$ cat src/rtl/hwc_pkg.sv
package hwc_pkg;
  typedef enum logic [1:0] {
    ST_RUN  = 2'd0,
    ST_HALT = 2'd1,
    ST_STAB = 2'd2
  } hwc_state_e;

  localparam logic [1:0] HM_RSVD  = 2'b00;
  localparam logic [1:0] HM_STOP  = 2'b01;
  localparam logic [1:0] HM_IDLE1 = 2'b10;
  localparam logic [1:0] HM_IDLE2 = 2'b11;

  function automatic logic mode_usable(input logic [1:0] m);
    return m != HM_RSVD;
  endfunction

  function automatic logic level_beats(input logic [2:0] lvl, input logic [2:0] mask);
    return lvl > mask;
  endfunction
endpackage

$ cat src/rtl/hwc_sync.sv
module hwc_sync #(
  parameter int NUM_SRC = 8,
  parameter logic [NUM_SRC-1:0] ASYNC_SRC = '0
) (
  input  logic               clk,
  input  logic               rst_n,
  input  logic [NUM_SRC-1:0] req_raw,
  output logic [NUM_SRC-1:0] req_s
);
  for (genvar g = 0; g < NUM_SRC; g++) begin : g_src
    if (ASYNC_SRC[g]) begin : g_async
      logic ff1_q, ff2_q;
      always_ff @(posedge clk or negedge rst_n) begin
        if (!rst_n) begin
          ff1_q <= 1'b0;
          ff2_q <= 1'b0;
        end else begin
          ff1_q <= req_raw[g];
          ff2_q <= ff1_q;
        end
      end
      assign req_s[g] = ff2_q;
    end else begin : g_direct
      assign req_s[g] = req_raw[g];
    end
  end
endmodule

$ cat src/rtl/hwc_release.sv
module hwc_release
  import hwc_pkg::*;
#(
  parameter int NUM_SRC = 8,
  parameter int LVL_W = 3,
  parameter logic [NUM_SRC-1:0] ASYNC_SRC = '0,
  parameter logic [NUM_SRC-1:0] NMI_SRC = '0,
  parameter logic [NUM_SRC-1:0] SPECIAL_SRC = '0,
  localparam int IDW = (NUM_SRC > 1) ? $clog2(NUM_SRC) : 1
) (
  input  logic                       clk,
  input  logic                       rst_n,
  input  logic [NUM_SRC-1:0]         req_s,
  input  logic [NUM_SRC*LVL_W-1:0]   lvl_flat,
  input  logic [LVL_W-1:0]           mask,
  input  logic                       in_stop,
  output logic [NUM_SRC-1:0]         wake_vec,
  output logic [NUM_SRC-1:0]         svc_vec,
  output logic                       rel_any,
  output logic                       svc_any,
  output logic [IDW-1:0]             svc_pick
);
  logic [LVL_W-1:0] lvl_a [NUM_SRC];
  logic [NUM_SRC-1:0] live;

  for (genvar g = 0; g < NUM_SRC; g++) begin : g_qual
    logic above;
    assign lvl_a[g]    = lvl_flat[g*LVL_W +: LVL_W];
    assign live[g]     = req_s[g] & (!in_stop | ASYNC_SRC[g]);
    assign above       = lvl_a[g] > mask;
    assign svc_vec[g]  = live[g] & (NMI_SRC[g] | above);
    assign wake_vec[g] = svc_vec[g] | (live[g] & SPECIAL_SRC[g]);
  end

  assign rel_any = |wake_vec;
  assign svc_any = |svc_vec;

  logic             have_q, have_nmi;
  logic [LVL_W-1:0] best_lvl;

  always_comb begin
    have_q   = 1'b0;
    have_nmi = 1'b0;
    best_lvl = '0;
    svc_pick = '0;
    for (int i = 0; i < NUM_SRC; i++) begin
      if (svc_vec[i]) begin
        if (NMI_SRC[i]) begin
          if (!have_nmi) begin
            have_nmi = 1'b1;
            have_q   = 1'b1;
            svc_pick = IDW'(i);
          end
        end else if (!have_nmi && (!have_q || lvl_a[i] > best_lvl)) begin
          have_q   = 1'b1;
          best_lvl = lvl_a[i];
          svc_pick = IDW'(i);
        end
      end
    end
  end

  // the picked source is always one that qualifies for service
  a_r8_pick_qualifies: assert property (@(posedge clk) disable iff (!rst_n)
    svc_any |-> svc_vec[svc_pick]);
  // a pending non-maskable request always wins
  a_r8_nmi_first: assert property (@(posedge clk) disable iff (!rst_n)
    (|(svc_vec & NMI_SRC)) |-> NMI_SRC[svc_pick]);
  // in stop, nothing outside the asynchronous set can release
  a_r9_stop_filter: assert property (@(posedge clk) disable iff (!rst_n)
    in_stop |-> ((wake_vec & ~ASYNC_SRC) == '0));
endmodule

$ cat src/rtl/hwc_clkgate.sv
module hwc_clkgate
  import hwc_pkg::*;
#(
  parameter int NUM_PERIPH = 4
) (
  input  logic                  clk,
  input  logic                  rst_n,
  input  hwc_state_e            state,
  input  logic [1:0]            mode,
  input  logic [NUM_PERIPH-1:0] keep,
  output logic                  osc_run,
  output logic [NUM_PERIPH-1:0] periph_en
);
  always_comb begin
    osc_run   = 1'b1;
    periph_en = '1;
    case (state)
      ST_HALT: begin
        case (mode)
          HM_STOP: begin
            osc_run   = 1'b0;
            periph_en = '0;
          end
          HM_IDLE1: periph_en = '0;
          HM_IDLE2: periph_en = keep;
          default:  periph_en = '1;
        endcase
      end
      ST_STAB: periph_en = '0;
      default: ;
    endcase
  end

  // stop halts every clock
  a_r3_stop_all_off: assert property (@(posedge clk) disable iff (!rst_n)
    (state == ST_HALT && mode == HM_STOP) |-> (!osc_run && periph_en == '0));
  // the oscillator runs during the settling wait
  a_r11_stab_osc_on: assert property (@(posedge clk) disable iff (!rst_n)
    (state == ST_STAB) |-> (osc_run && periph_en == '0));
endmodule

$ cat src/rtl/halt_wake_ctrl.sv
module halt_wake_ctrl
  import hwc_pkg::*;
#(
  parameter int NUM_SRC = 8,
  parameter int LVL_W = 3,
  parameter int NUM_PERIPH = 4,
  parameter int STAB_W = 8,
  parameter logic [NUM_SRC-1:0] ASYNC_SRC = 8'h07,
  parameter logic [NUM_SRC-1:0] NMI_SRC = 8'h08,
  parameter logic [NUM_SRC-1:0] SPECIAL_SRC = 8'hE0,
  localparam int IDW = (NUM_SRC > 1) ? $clog2(NUM_SRC) : 1
) (
  input  logic                     clk,
  input  logic                     rst_n,
  input  logic                     halt_req,
  input  logic [1:0]               halt_mode,
  input  logic [LVL_W-1:0]         mask_lvl,
  input  logic [NUM_SRC-1:0]       irq_req,
  input  logic [NUM_SRC*LVL_W-1:0] irq_lvl,
  input  logic [NUM_PERIPH-1:0]    periph_keep,
  input  logic [STAB_W-1:0]        stab_cycles,
  input  logic                     reset_req,
  output logic                     halt_active,
  output logic                     osc_run,
  output logic [NUM_PERIPH-1:0]    periph_en,
  output logic                     wake,
  output logic                     svc_req,
  output logic [IDW-1:0]           svc_id
);
  hwc_state_e       state_q;
  logic [1:0]       mode_q;
  logic [STAB_W-1:0] stab_cnt_q;
  logic             wake_q, svc_q;
  logic [IDW-1:0]   svc_id_q;

  logic [NUM_SRC-1:0] req_s, wake_vec, svc_vec;
  logic               rel_any, svc_any, in_stop;
  logic [IDW-1:0]     svc_pick;

  assign in_stop = (mode_q == HM_STOP);

  hwc_sync #(.NUM_SRC(NUM_SRC), .ASYNC_SRC(ASYNC_SRC)) u_sync (
    .clk(clk), .rst_n(rst_n), .req_raw(irq_req), .req_s(req_s)
  );

  hwc_release #(
    .NUM_SRC(NUM_SRC), .LVL_W(LVL_W), .ASYNC_SRC(ASYNC_SRC),
    .NMI_SRC(NMI_SRC), .SPECIAL_SRC(SPECIAL_SRC)
  ) u_release (
    .clk(clk), .rst_n(rst_n), .req_s(req_s), .lvl_flat(irq_lvl),
    .mask(mask_lvl), .in_stop(in_stop), .wake_vec(wake_vec),
    .svc_vec(svc_vec), .rel_any(rel_any), .svc_any(svc_any),
    .svc_pick(svc_pick)
  );

  hwc_clkgate #(.NUM_PERIPH(NUM_PERIPH)) u_clkgate (
    .clk(clk), .rst_n(rst_n), .state(state_q), .mode(mode_q),
    .keep(periph_keep), .osc_run(osc_run), .periph_en(periph_en)
  );

  always_ff @(posedge clk or negedge rst_n) begin
    if (!rst_n) begin
      state_q    <= ST_RUN;
      mode_q     <= HM_IDLE2;
      stab_cnt_q <= '0;
      wake_q     <= 1'b0;
      svc_q      <= 1'b0;
      svc_id_q   <= '0;
    end else begin
      wake_q <= 1'b0;
      svc_q  <= 1'b0;
      case (state_q)
        ST_RUN: begin
          if (halt_req && mode_usable(halt_mode)) begin
            state_q <= ST_HALT;
            mode_q  <= halt_mode;
          end
        end
        ST_HALT: begin
          if (reset_req) begin
            if (mode_q == HM_STOP) begin
              state_q    <= ST_STAB;
              stab_cnt_q <= stab_cycles;
            end else begin
              state_q <= ST_RUN;
              wake_q  <= 1'b1;
            end
          end else if (rel_any) begin
            state_q <= ST_RUN;
            wake_q  <= 1'b1;
            svc_q   <= svc_any;
            if (svc_any) svc_id_q <= svc_pick;
          end
        end
        ST_STAB: begin
          if (stab_cnt_q == '0) begin
            state_q <= ST_RUN;
            wake_q  <= 1'b1;
          end else begin
            stab_cnt_q <= stab_cnt_q - 1'b1;
          end
        end
        default: state_q <= ST_RUN;
      endcase
    end
  end

  assign halt_active = (state_q != ST_RUN);
  assign wake        = wake_q;
  assign svc_req     = svc_q;
  assign svc_id      = svc_id_q;

  // the reserved code never enters halt
  a_r2_rsvd_ignored: assert property (@(posedge clk) disable iff (!rst_n)
    (state_q == ST_RUN && halt_req && halt_mode == HM_RSVD) |=> !halt_active);
  // wake lasts one cycle
  a_r12_wake_pulse: assert property (@(posedge clk) disable iff (!rst_n)
    wake |=> !wake);
  // service is only ever reported with a wake
  a_r7_svc_with_wake: assert property (@(posedge clk) disable iff (!rst_n)
    svc_req |-> wake);
  // a wake means halt has ended
  a_r4_wake_ends_halt: assert property (@(posedge clk) disable iff (!rst_n)
    wake |-> !halt_active);
  // with no release cause, halt persists
  a_r5_hold: assert property (@(posedge clk) disable iff (!rst_n)
    (state_q == ST_HALT && !rel_any && !reset_req) |=> (halt_active && !wake));
  // the settling wait holds halt until the count is spent
  a_r11_stab_hold: assert property (@(posedge clk) disable iff (!rst_n)
    (state_q == ST_STAB && stab_cnt_q != '0) |=> (halt_active && !wake));
endmodule

$ cat config.mk
export PLATFORM = sky130hd
export DESIGN_NAME = halt_wake_ctrl
export DESIGN_NICKNAME = d
export VERILOG_FILES = /design/src/rtl/hwc_pkg.sv /design/src/rtl/hwc_sync.sv /design/src/rtl/hwc_release.sv /design/src/rtl/hwc_clkgate.sv /design/src/rtl/halt_wake_ctrl.sv
export SDC_FILE = /design/constraint.sdc
export NUM_CORES = 1
export LEC_CHECK = 0
export ABC_AREA = 0
export BUFFER_PORTS_ARGS = -buffer_cell sky130_fd_sc_hd__buf_2
export CAP_MARGIN = 20
export CORE_UTILIZATION = 55
export DETAILED_ROUTE_END_ITERATION = 8
export PLACE_DENSITY = 0.89
export RECOVER_POWER = 25
export SETUP_SLACK_MARGIN = 0.2
export SLEW_MARGIN = 40
export SYNTH_ARGS = -nofsm -noshare
export SYNTH_HDL_FRONTEND = slang
export SYNTH_SLANG_ARGS = --single-unit
$ cat constraint.sdc
create_clock -name clk -period 23.9 [get_ports clk]
set_input_delay 1.195 -clock clk [delete_from_list [all_inputs] [get_ports clk]]
set_output_delay 1.195 -clock clk [all_outputs]
set_load 0.01 [all_outputs]
After elaboration in Yosys (flattened, before gate mapping):

Cells that the tools add are included.

* muxes and demuxes: 58
* bitwise logic cells: 16
* $add $sub $neg: 1
* magnitude comparators: 13
* reduce and logical (&&, ||, !) cells: 31
* equal/unequal tests: 11

Operators with widths (count)
* $mux 3: 23
* $gt 3x3->1: 13
* $mux 8: 3
* $mux 1: 22
* $pmux 4 s2: 2
* $pmux 8 s2: 1
* $reduce_or 8->1: 2
* $and 1x1->1: 12
* $mux 2: 5
* $ne 2x2->1 const B: 5
* $logic_not 1->1: 8
* $logic_not 8->1: 1
* $reduce_and 4->1: 2
* $sub 8x1->8 const B: 1
* $eq 2x2->1 const B: 3
* $logic_or 1x1->1: 6
* $pmux 2 s3: 1
* $reduce_bool 2->1: 3
* $logic_and 1x1->1: 5
* $eq 2x1->1 const B: 2
* $ne 3x3->1 const B: 1
* $or 1x1->1: 3
* $reduce_and 3->1: 1
* $logic_not 2->1: 1
* 4 further kinds: 4

* logic and storage cells: 142
* input port bits: 53
* bits in registers: 23
* output and inout port bits: 11

Logic depth before layout (Yosys ltp):

Gate-level depths: netlist of run 1.

* word-level depth: 32
* depth in mapped cells: 51
* depth with buffers taken out: 49

By module:

A second synthesis of run 1 with hierarchy kept.

* cells, all modules: 330
* area total of the unflattened synthesis: 2810.2 sq um

Modules (own cells, without submodules)
* hwc_release: cells an instance 192, seq. area each 0.0 sq um, instances 1, area an instance 1431.4 sq um
* halt_wake_ctrl: cells an instance 109, seq. area each 427.9 sq um, instances 1, area an instance 1066.0 sq um
* hwc_sync: cells an instance 14, seq. area each 150.1 sq um, instances 1, area an instance 210.2 sq um
* hwc_clkgate: cells an instance 15, seq. area each 0.0 sq um, instances 1, area an instance 102.6 sq um

Worst setup path before layout of run 1:

No wires, ideal clock.

* path type: input to register
* from: input mask_lvl[2]
* to: register svc_id_q[2], in the netlist svc_id[2]
* stages: 48
* arrival time: 9523 ps
* path slack: 14238 ps
* buffers on the path: 2
* library setup time: 138 ps
* data required time: 23762 ps
* path through: inv_1 > ha_1 > o21ai_1 > a31oi_2 > nand3_1 > ha_1 > nor2b_1 > o21a_1 > o21a_1 > a21oi_1 > nor2_1 > ha_1 > nor2b_1 > o21a_1 > o21ai_0 > a21oi_1 > o32ai_1 > ha_1 > [... 12 more ...] > or3b_2 > clkbuf_1 > a21o_1 > ha_1 > nor2b_1 > o21a_1 > o21ai_0 > o31ai_1 > nand3_1 > nand3_1 > o221ai_1 > ha_1 > nor2b_1 > o21a_1 > o21ai_0 > o211ai_1 > nor3b_1 > a31oi_1

* cells in the longest elaborated chain, start to end: 32
* elaborated cells on any way between the ends: 76
* those cells by class: 13 x order compare; 34 x mux; 10 x bitwise; 19 x reduce/logical

Ends and longest elaborated chain
* start, declared: RTL line halt_wake_ctrl.sv:17 `input logic [LVL_W-1:0] mask_lvl,`
* branches (longest 32 deep; another with $gt 3x3->1)
* end signal, assigned: RTL line halt_wake_ctrl.sv:92 `if (svc_any) svc_id_q <= svc_pick;`
* end, declared: RTL line halt_wake_ctrl.sv:34 `logic [IDW-1:0] svc_id_q;`

Parallel ways; which one is timed is not known.
A chain may end at the register's enable or synchronous reset.

Worst setup path after layout of run 1:

* from: input mask_lvl[1]
* to: register svc_id_q[1], in the netlist svc_id[1]

The elaborated chain is that of the path after synthesis.

==> results of run 1 <==
==> how the worst max path moves through the flow <==
stage | to | slack (ns) | depth (start not counted)
2_1_floorplan | svc_id[2] | 14.24 | 48
4_1_cts | svc_id[1] | 13.17 | 46
3_3_place_gp | svc_id[1] | 13.18 | 46
5_1_grt | svc_id[1] | 12.22 | 47
6_report | svc_id[1] | 13.04 | 46
3_5_place_dp | svc_id[1] | 12.92 | 46
==> power groups by stage <==
| stage | Sequential, W | Clock [W] | Combinational (W) |
|---|---|---|---|
| after floorplan | 0.0000647 | 0 | 0.0000905 |
| after global placement | 0.0000652 | 0 | 0.000121 |
| after detailed placement | 0.0000658 | 0 | 0.000127 |
| after CTS | 0.0000653 | 0.0000257 | 0.000128 |
| after global routing | 0.0000673 | 0.0000272 | 0.000145 |
| final | 0.0000656 | 0.0000248 | 0.000128 |
==> worst reg2reg max path, delay by kind of cell, from the launching register on <==
kind                     cells  cell delay, ns
AO/OA/AOI/OAI               25            4.79
AND/OR/NAND/NOR             13            2.65
adder cells (fa/ha/maj)      6            1.75
flip-flops                   1            0.33
==> synth_stat cells, types with 2 or more instances <==
master	n	area share
ha_1	45	0.22
inv_1	27	0.040
dfrtp_1	21	0.21
nand3_1	21	0.041
nor2_1	19	0.028
a21oi_1	18	0.036
nand2_1	17	0.025
nor2b_1	14	0.035
o21ai_0	13	0.026
o21a_1	12	0.036
a31oi_1	7	0.017
o22a_1	7	0.024
nor3_1	5	0.0099
o211ai_1	5	0.015
o21ai_1	5	0.0099
or3_1	5	0.012
and2_1	4	0.0099
clkbuf_1	4	0.0059
a21boi_0	3	0.0089
a21o_1	3	0.0089
o2111ai_1	3	0.010
o31ai_1	3	0.0089
a221oi_1	2	0.0069
a22o_1	2	0.0069
a32oi_1	2	0.0069
dfstp_2	2	0.021
nor4_1	2	0.0049
o2111a_1	2	0.0089
o221ai_1	2	0.0069
o2bb2ai_1	2	0.0069
o32ai_1	2	0.0069
or3_2	2	0.0059
==> final cells by class <==
class                      instances  area, µm²
multi-input combinational        248       1828
fill                             365       1465
sequential                        23      578.1
inverter                          27      101.3
clock inverter                     1      7.507
timing repair buffer              60      297.8
tap                               52      65.06
clock buffer                       3      41.29
==> sequential cells by signal, summed over array words and instances, names as in the netlist <==
signal	flops
wake	1
state_q	2
mode_q	2
u_sync.g_src.g_async.ff1_q	3
u_sync.g_src.g_async.ff2_q	3
svc_id	3
stab_cnt_q	8
svc_req	1
==> cells by family (layout without fill, tap and decap cells) <==
logic type / count (synthesis) / in the layout / synth area share
AOI/OAI and AO/OA: 103 / 103 / 0.2883
adders and majority gates: 45 / 45 / 0.2221
buffers and inverters: 33 / 91 / 0.05232
DFF: 23 / 23 / 0.2280
muxes: 2 / 2 / 0.008391
and+or+nand+nor: 98 / 98 / 0.2009
==> layer usage <==
layer / wire length [µm] / track usage / up-vias
met2: 2826 / 0.4220 / 62
met5: 0 / 0 / -
met1: 2837 / 0.3526 / 1137
li1: - / - / 1258
met3: 224 / 0.02309 / 6
met4: 44 / 0.05556 / 0
==> metrics by stage <==
stage          area (µm²)  utilization  hold WS [ns]  total power, W  std cells
2_1_floorplan        2535            -        0.3312       0.0001552        304
3_3_place_gp         2869       0.6544        0.3335       0.0001862        410
3_5_place_dp         2873       0.6553        0.3364       0.0001931        410
4_1_cts              2922       0.6664        0.3572       0.0002189        414
5_1_grt              2919       0.6658        0.3673       0.0002393        414
6_report             2919       0.6658        0.3538       0.0002182        414
==> impl_metrics.env, run 1 <==
export IMPL_hold_end="u_sync.g_src[0].g_async.ff2_q"
export IMPL_path_buf_inv=2
export IMPL_ant_nets=0
export IMPL_power_internal_w=0.0001220
export IMPL_antenna_found_initial=0
export IMPL_async_flop_share=1.000
export IMPL_area_growth_pct=15.15
export IMPL_wl_per_cell_um=14.33
export IMPL_switchingPower_w=0.00009619
export IMPL_design_core_area_mm2=0.004384
export IMPL_syn_cell_area_mm2=0.002535
export IMPL_synth_seq_cells=23
export IMPL_die_area_mm2=0.004885
export IMPL_preCtsSetupSlack_ns=12.92
export IMPL_grt_max_degree=24
export IMPL_mostFrequentLayoutCell="buf_2"
export IMPL_cts_resized=0
export IMPL_p_clk_frac=0.114
export IMPL_setup_tns_ns=0
export IMPL_slew_violations=0
export IMPL_via_count=2463
export IMPL_max_stage_delay_ns=0.58
export IMPL_critPathTopFamily="compound AO/OA/AOI/OAI gates"
export IMPL_clk_pin_slew_worst_paths_ns=0.08
export IMPL_grt_pass1_wl_um=10290
export IMPL_die_h_um=69.89
export IMPL_hold_start="u_sync.g_src[0].g_async.ff1_q"
export IMPL_std_cell_rows=24
export IMPL_critPathMostFrequentCell="ha_1"
export IMPL_drt_iter0_drc=127
export IMPL_gr_total_overflow=0
export IMPL_syn_nets=402
export IMPL_cts_sinks=23
export IMPL_r2r_start="u_sync.g_src[0].g_async.ff2_q"
export IMPL_crit_type="primary input to flip-flop"
export IMPL_cts_root_buf="clkbuf_8"
export IMPL_endpoint_kind="flip-flop"
export IMPL_num_io_pins=64
export IMPL_final_cell_mix="58 x buf_2, 45 x ha_1, 27 x inv_1, 21 x nand3_1, 21 x dfrtp_1"
export IMPL_worstSkewPairLatency_ns=0.27
export IMPL_gr_usage_all_layers=0.2517
export IMPL_p_comb_frac=0.586
export IMPL_hpwl_um=4885
export IMPL_power_leakage_nw=1.373
export IMPL_crit_fanout=10
export IMPL_dominantRegCellSynth="dfrtp_1"
export IMPL_clockBufferDepth=2
export IMPL_hold_viol_final=0
export IMPL_crit_start="mask_lvl[1]"
export IMPL_dr_pass1_iters=4
export IMPL_required_ns=24.04
export IMPL_post_cts_setup_buffers=0
export IMPL_ctsHtreeMaxLevel=1
export IMPL_maxCapViolCount=0
export IMPL_max_freq_mhz=92.06
export IMPL_power_frac_seq=0.301
export IMPL_reg2reg_to="svc_id[1]"
export IMPL_ys_seq_area_frac=0.2280
export IMPL_crit_path_start_kind="primary input"
export IMPL_period_minus_slack_ns=10.86
export IMPL_relSlewSlack=0.1729
export IMPL_finClkSkew_ns=0.001798
export IMPL_worst_pin_slew_ns=1.241
export IMPL_first_global_vias=2408
export IMPL_outcome="completed"
export IMPL_drc=0
export IMPL_synth_edf_count=0
export IMPL_fin_ws_ns=13.04
export IMPL_switching_share=0.4408
export IMPL_vdd_drop_max_v=0.00006436
export IMPL_r2r_cells=44
export IMPL_ff2ff_setup_slack_ns=14.28
export IMPL_crit_slowest_cell="or3b_2"
export IMPL_nNetsFinal=461
export IMPL_synth_warnings=0
export IMPL_period_share=0.4545
export IMPL_start_util=0.5782
export IMPL_drive_above_1_share=0.2044
export IMPL_gp_congestion=0.8521
export IMPL_ctsHoldBuffers=0
export IMPL_synth_distinct_cells=55
export IMPL_cts_tree="done"
export IMPL_synth_avg_cell_area_um2=8.339
export IMPL_cts_made_buffers=3
export IMPL_viasPerCell=5.949
export IMPL_io_buffers=60
export IMPL_worstHoldPathType="flip-flop to flip-flop"
export IMPL_drt_wl_total_um=5932
export IMPL_hold_depth=0
export IMPL_diodes=0
export IMPL_power_density_mw_per_mm2=74.75
export IMPL_rsz0062_at_grt="false"
export IMPL_crit_arrival_ns=11.01
export IMPL_syn_inst=304
export IMPL_fp_dieW_um=69.89
export IMPL_finalSetupViolations=0
No activity file was read; power rests on OpenSTA's default activity.
==> run 2, diff against run 1 <==
--- a/config.mk
+++ b/config.mk
@@ -8,9 +8,9 @@
 export ABC_AREA = 0
 export BUFFER_PORTS_ARGS = -buffer_cell sky130_fd_sc_hd__buf_2
 export CAP_MARGIN = 20
-export CORE_UTILIZATION = 55
+export CORE_UTILIZATION = 54
 export DETAILED_ROUTE_END_ITERATION = 8
-export PLACE_DENSITY = 0.89
+export PLACE_DENSITY = 0.88
 export RECOVER_POWER = 25
 export SETUP_SLACK_MARGIN = 0.2
 export SLEW_MARGIN = 40
==> constraint.sdc (replaced) <==
create_clock -name clk -period 10.3 [get_ports clk]
set_input_delay 0.515 -clock clk [delete_from_list [all_inputs] [get_ports clk]]
set_output_delay 0.515 -clock clk [all_outputs]
set_load 0.01 [all_outputs]
==> impl_metrics.env, run 2 (synthesis gave the netlist of run 1 again) <==
export IMPL_worstSkewPairLatency_ns=0.27
export IMPL_cts_tree="done"
export IMPL_hold_viol_final=0
export IMPL_clockBufferDepth=2
export IMPL_finClkSkew_ns=0.005847
export IMPL_final_core_util=0.6647
export IMPL_finalSetupViolations=0
export IMPL_final_cell_mix="59 x buf_2, 45 x ha_1, 27 x inv_1, 21 x dfrtp_1, 20 x nand3_1"
export IMPL_setup_tns_ns=0
export IMPL_cts_root_buf="clkbuf_8"
export IMPL_outcome="complete, but fails checks"
export IMPL_wl_met1_um=2689
export IMPL_period_minus_slack_ns=9.485
export IMPL_crit_arrival_ns=9.63
export IMPL_num_io_pins=64
export IMPL_ant_nets=0
export IMPL_die_h_um=70.52
export IMPL_worst_pin_slew_ns=1.196
export IMPL_period_share=0.9209
export IMPL_gp_congestion=0.8842
export IMPL_drive_above_1_share=0.2198
export IMPL_finalPower_w=0.0005114
export IMPL_wl_met2_um=2749
export IMPL_clk_pin_slew_worst_paths_ns=0.09
export IMPL_crit_type="primary input to flip-flop"
export IMPL_antenna_found_initial=0
export IMPL_path_buf_inv=2
export IMPL_gr_total_overflow=0
export IMPL_hpwl_um=4780
export IMPL_cts_made_buffers=3
export IMPL_via_count=2517
export IMPL_required_ns=10.45
export IMPL_nNetsFinal=463
export IMPL_first_global_vias=2363
export IMPL_power_leakage_nw=1.391
export IMPL_start_util=0.5704
export IMPL_endpoint_kind="flip-flop"
export IMPL_grt_pass1_wl_um=10090
export IMPL_max_freq_mhz=105.4
export IMPL_top_layer_used="met4"
export IMPL_drc=10
export IMPL_dr_wl_met3_um=305
export IMPL_vdd_drop_max_v=0.0001331
export IMPL_dr_pass1_iters=7
export IMPL_largest_reg_flops=8
export IMPL_maxCapViolCount=0
export IMPL_regMostFlops="stab_cnt_q"
export IMPL_relSlewSlack=0.2029
export IMPL_max_stage_delay_ns=0.58
export IMPL_drt_iter0_drc=104
export IMPL_fp_dieW_um=70.52
export IMPL_violations="DRC"
export IMPL_power_density_mw_per_mm2=173.1
export IMPL_fillCellCount=374
export IMPL_critPathMostFrequentCell="ha_1"
export IMPL_std_cell_rows=24
export IMPL_regArea_um2=578.1
export IMPL_grt_max_degree=24
export IMPL_critPathTopFamily="compound AO/OA/AOI/OAI gates"
export IMPL_die_area_mm2=0.004972
export IMPL_hold_ws_ns=0.3425
export IMPL_final_area_mm2=0.002954
export IMPL_gr_usage_all_layers=0.2463
export IMPL_crit_fanout=10
export IMPL_drt_wl_total_um=5818
export IMPL_crit_path_start_kind="primary input"
export IMPL_worstHoldPathType="primary input to flip-flop"
export IMPL_design_core_area_mm2=0.004444
export IMPL_wl_per_cell_um=13.99
export IMPL_slew_violations=0
export IMPL_cts_sinks=23
export IMPL_ctsHtreeMaxLevel=1
export IMPL_area_growth_pct=16.53
export IMPL_crit_slowest_cell="or3b_2"
export IMPL_rsz0062_at_grt="false"
export IMPL_placed_cell_area_mm2=0.002888
export IMPL_io_buffers=60
export IMPL_viasPerCell=6.050
export IMPL_diodes=0
export IMPL_mostFrequentLayoutCell="buf_2"
export IMPL_multiInputGateArea_mm2=0.001847
-- run 2: metal layers --
| metal | track usage | vias to the layer above |
|---|---|---|
| met5 | 0 | - |
| met4 | 0.06803 | 0 |
| met3 | 0.03030 | 7 |
| met2 | 0.4218 | 77 |
| met1 | 0.3276 | 1166 |
| li1 | - | 1267 |
-- run 2: where the power goes --
group	internal, W	switching, W	total [W]
combinational	0.000132	0.000169	0.000301
sequential	0.000125	0.0000255	0.000151
clock	0.0000274	0.0000319	0.0000593
total	0.000285	0.000226	0.000511
-- run 2: timing repair --
item / 4_1_cts / 5_1_grt
resized for setup: 0 / 6
setup buffers: 0 / 0
endpoints found under the setup margin: 0 / 3
hold buffers: 0 / 0
-- run 2: final timing paths --
kind / slack, ns / cells past startpoint / to / startpoint
worst min register to register: 0.36 / 0 / u_sync.g_src[1].g_async.ff2_q / u_sync.g_src[1].g_async.ff1_q
min in group asynchronous: 0.46 / 1 / stab_cnt_q[5] / rst_n
worst max-delay path: 0.81 / 47 / svc_id[1] / mask_lvl[2]
max in group asynchronous: 9.13 / 1 / state_q[0] / rst_n
worst min-delay path: 0.34 / 1 / u_sync.g_src[0].g_async.ff1_q / irq_req[0]
worst max register to register: 1.16 / 44 / svc_id[1] / u_sync.g_src[0].g_async.ff2_q
-- run 2: final cells by class --
class / count / share of cell area
multi-input cells: 248 / 0.6252
flip-flops and latches: 23 / 0.1957
well taps: 52 / 0.02202
inverters: 27 / 0.03431
clock inverters: 1 / 0.002541
repair buffers: 62 / 0.1063
clock buffers: 3 / 0.01398
-- run 2: through the flow --
step,setup slack [ns],cells
floorplan,1.318,304
global placement,0.4259,412
detailed placement,0.2758,412
CTS,0.5474,416
global route,0.1872,416
finish,0.8150,416
==> run 3, diff against run 2 <==
--- a/config.mk
+++ b/config.mk
@@ -7,8 +7,8 @@
 export LEC_CHECK = 0
 export ABC_AREA = 0
 export BUFFER_PORTS_ARGS = -buffer_cell sky130_fd_sc_hd__buf_2
-export CAP_MARGIN = 20
 export CORE_UTILIZATION = 54
+export CTS_BUF_LIST = sky130_fd_sc_hd__clkbuf_16
 export DETAILED_ROUTE_END_ITERATION = 8
 export PLACE_DENSITY = 0.88
 export RECOVER_POWER = 25
==> impl_metrics.env, run 3 (synthesis gave the netlist of run 1 again) <==
export IMPL_drt_wl_total_um=5837
export IMPL_cts_tree="done"
export IMPL_critPathMostFrequentCell="ha_1"
export IMPL_cts_root_buf="clkbuf_16"
export IMPL_fp_dieW_um=70.52
export IMPL_die_area_mm2=0.004972
export IMPL_required_ns=10.43
export IMPL_cts_made_buffers=3
export IMPL_endpoint_kind="flip-flop"
export IMPL_ctsHtreeMaxLevel=1
export IMPL_max_freq_mhz=105.5
export IMPL_viasPerCell=5.998
export IMPL_max_stage_delay_ns=0.58
export IMPL_period_minus_slack_ns=9.476
export IMPL_clockBufferDepth=2
export IMPL_die_h_um=70.52
export IMPL_dr_pass1_iters=6
export IMPL_wl_per_cell_um=14.03
export IMPL_mostFrequentLayoutCell="buf_2"
export IMPL_period_share=0.9200
export IMPL_finClkSkew_ns=0.002302
export IMPL_crit_path_start_kind="primary input"
export IMPL_power_density_mw_per_mm2=180.4
export IMPL_gr_total_overflow=0
export IMPL_num_io_pins=64
export IMPL_maxCapViolCount=0
export IMPL_cts_sinks=23
export IMPL_outcome="complete, but fails checks"
export IMPL_worstSkewPairLatency_ns=0.26
export IMPL_ff2ff_setup_slack_ns=1.19
export IMPL_start_util=0.5704
export IMPL_gp_congestion=0.8842
export IMPL_crit_type="primary input to flip-flop"
export IMPL_crit_fanout=10
export IMPL_crit_slowest_cell="or3b_2"
export IMPL_area_growth_pct=18.07
export IMPL_grt_max_degree=24
export IMPL_hold_viol_final=0
export IMPL_clk_pin_slew_worst_paths_ns=0.06
export IMPL_post_cts_setup_buffers=0
export IMPL_diodes=0
export IMPL_crit_arrival_ns=9.61
export IMPL_regMostFlops="stab_cnt_q"
export IMPL_drive_above_1_share=0.2225
export IMPL_relSlewSlack=0.1877
export IMPL_drt_iter0_drc=75
export IMPL_violations="DRC"
export IMPL_gr_usage_all_layers=0.2452
export IMPL_io_buffers=60
export IMPL_ctsHoldBuffers=0
export IMPL_worst_pin_slew_ns=1.218
export IMPL_via_count=2495
export IMPL_final_cell_mix="59 x buf_2, 45 x ha_1, 27 x inv_1, 21 x dfrtp_1, 20 x nand3_1"
export IMPL_worstHoldPathType="flip-flop to flip-flop"
export IMPL_drc=10
export IMPL_final_area_mm2=0.002993
export IMPL_design_core_area_mm2=0.004444
export IMPL_antenna_found_initial=0
export IMPL_setup_tns_ns=0
export IMPL_vdd_drop_max_v=0.0001679
export IMPL_grt_pass1_wl_um=10070
export IMPL_rsz0062_at_grt="false"
export IMPL_nNetsFinal=463
export IMPL_placed_cell_area_mm2=0.002888
export IMPL_ant_nets=0
export IMPL_hpwl_um=4780
export IMPL_power_leakage_nw=1.409
export IMPL_largest_reg_flops=8
export IMPL_slew_violations=0
export IMPL_std_cell_rows=24
export IMPL_finalSetupViolations=0
export IMPL_first_global_vias=2360
run 3: cell counts in the layout (fill, tap and decap cells not counted):
Identical to the previous run, type by type.
run 3: final timing paths:
path / startpoint / endpoint / cells after the start
max: mask_lvl[2] / svc_id[1] / 47
min: u_sync.g_src[1].g_async.ff1_q / u_sync.g_src[1].g_async.ff2_q / 0
max reg2reg: u_sync.g_src[0].g_async.ff2_q / svc_id[1] / 44
min reg2reg: u_sync.g_src[1].g_async.ff1_q / u_sync.g_src[1].g_async.ff2_q / 0
max in group asynchronous: rst_n / svc_req / 1
min in group asynchronous: rst_n / wake / 1
run 3: what timing repair did:
item	4_1_cts	5_1_grt
hold endpoints to repair	0	0
setup endpoints to repair	0	3
resized for setup	0	7
run 3: layer usage:
layer	global-route usage	part of all wire
met1	0.3270	0.47
met2	0.4250	0.48
met3	0.02886	0.044
met4	0.05669	0.012
met5	0	0
run 3: critical path, delay by kind of cell:
kind            cells  cell delay, ns
compound gates     25            4.45
simple gates       13            2.42
fa+ha+maj           7            2.07
buf+inv             2            0.12
run 3: per-stage QoR:
stage | util | hold slack, ns | power, W | instances | setup WS [ns]
5_1_grt | 0.6734 | 0.3534 | 0.0005906 | 416 | 0.2025
3_3_place_gp | 0.6489 | 0.3346 | 0.0004343 | 412 | 0.4259
4_1_cts | 0.6684 | 0.2409 | 0.0005372 | 416 | 0.5282
2_1_floorplan | - | 0.2194 | 0.0003601 | 304 | 1.318
6_report | 0.6734 | 0.3516 | 0.0005398 | 416 | 0.8240
3_5_place_dp | 0.6498 | 0.3418 | 0.0004483 | 412 | 0.2758
run 3: final cells by class:
| type | instances | area, µm² |
|---|---|---|
| clock buffer | 3 | 75.07 |
| clock inverter | 1 | 7.507 |
| fill | 367 | 1451 |
| inverter | 27 | 101.3 |
| multi-input combinational | 248 | 1852 |
| sequential | 23 | 578.1 |
| tap | 52 | 65.06 |
| timing repair buffer | 62 | 314.1 |
run 3: power by group:
group,leakage [nW],internal [W],switching (W)
combinational,1.10,0.000133,0.000171
clock,0.0371,0.0000526,0.0000331
sequential,0.267,0.000126,0.0000251
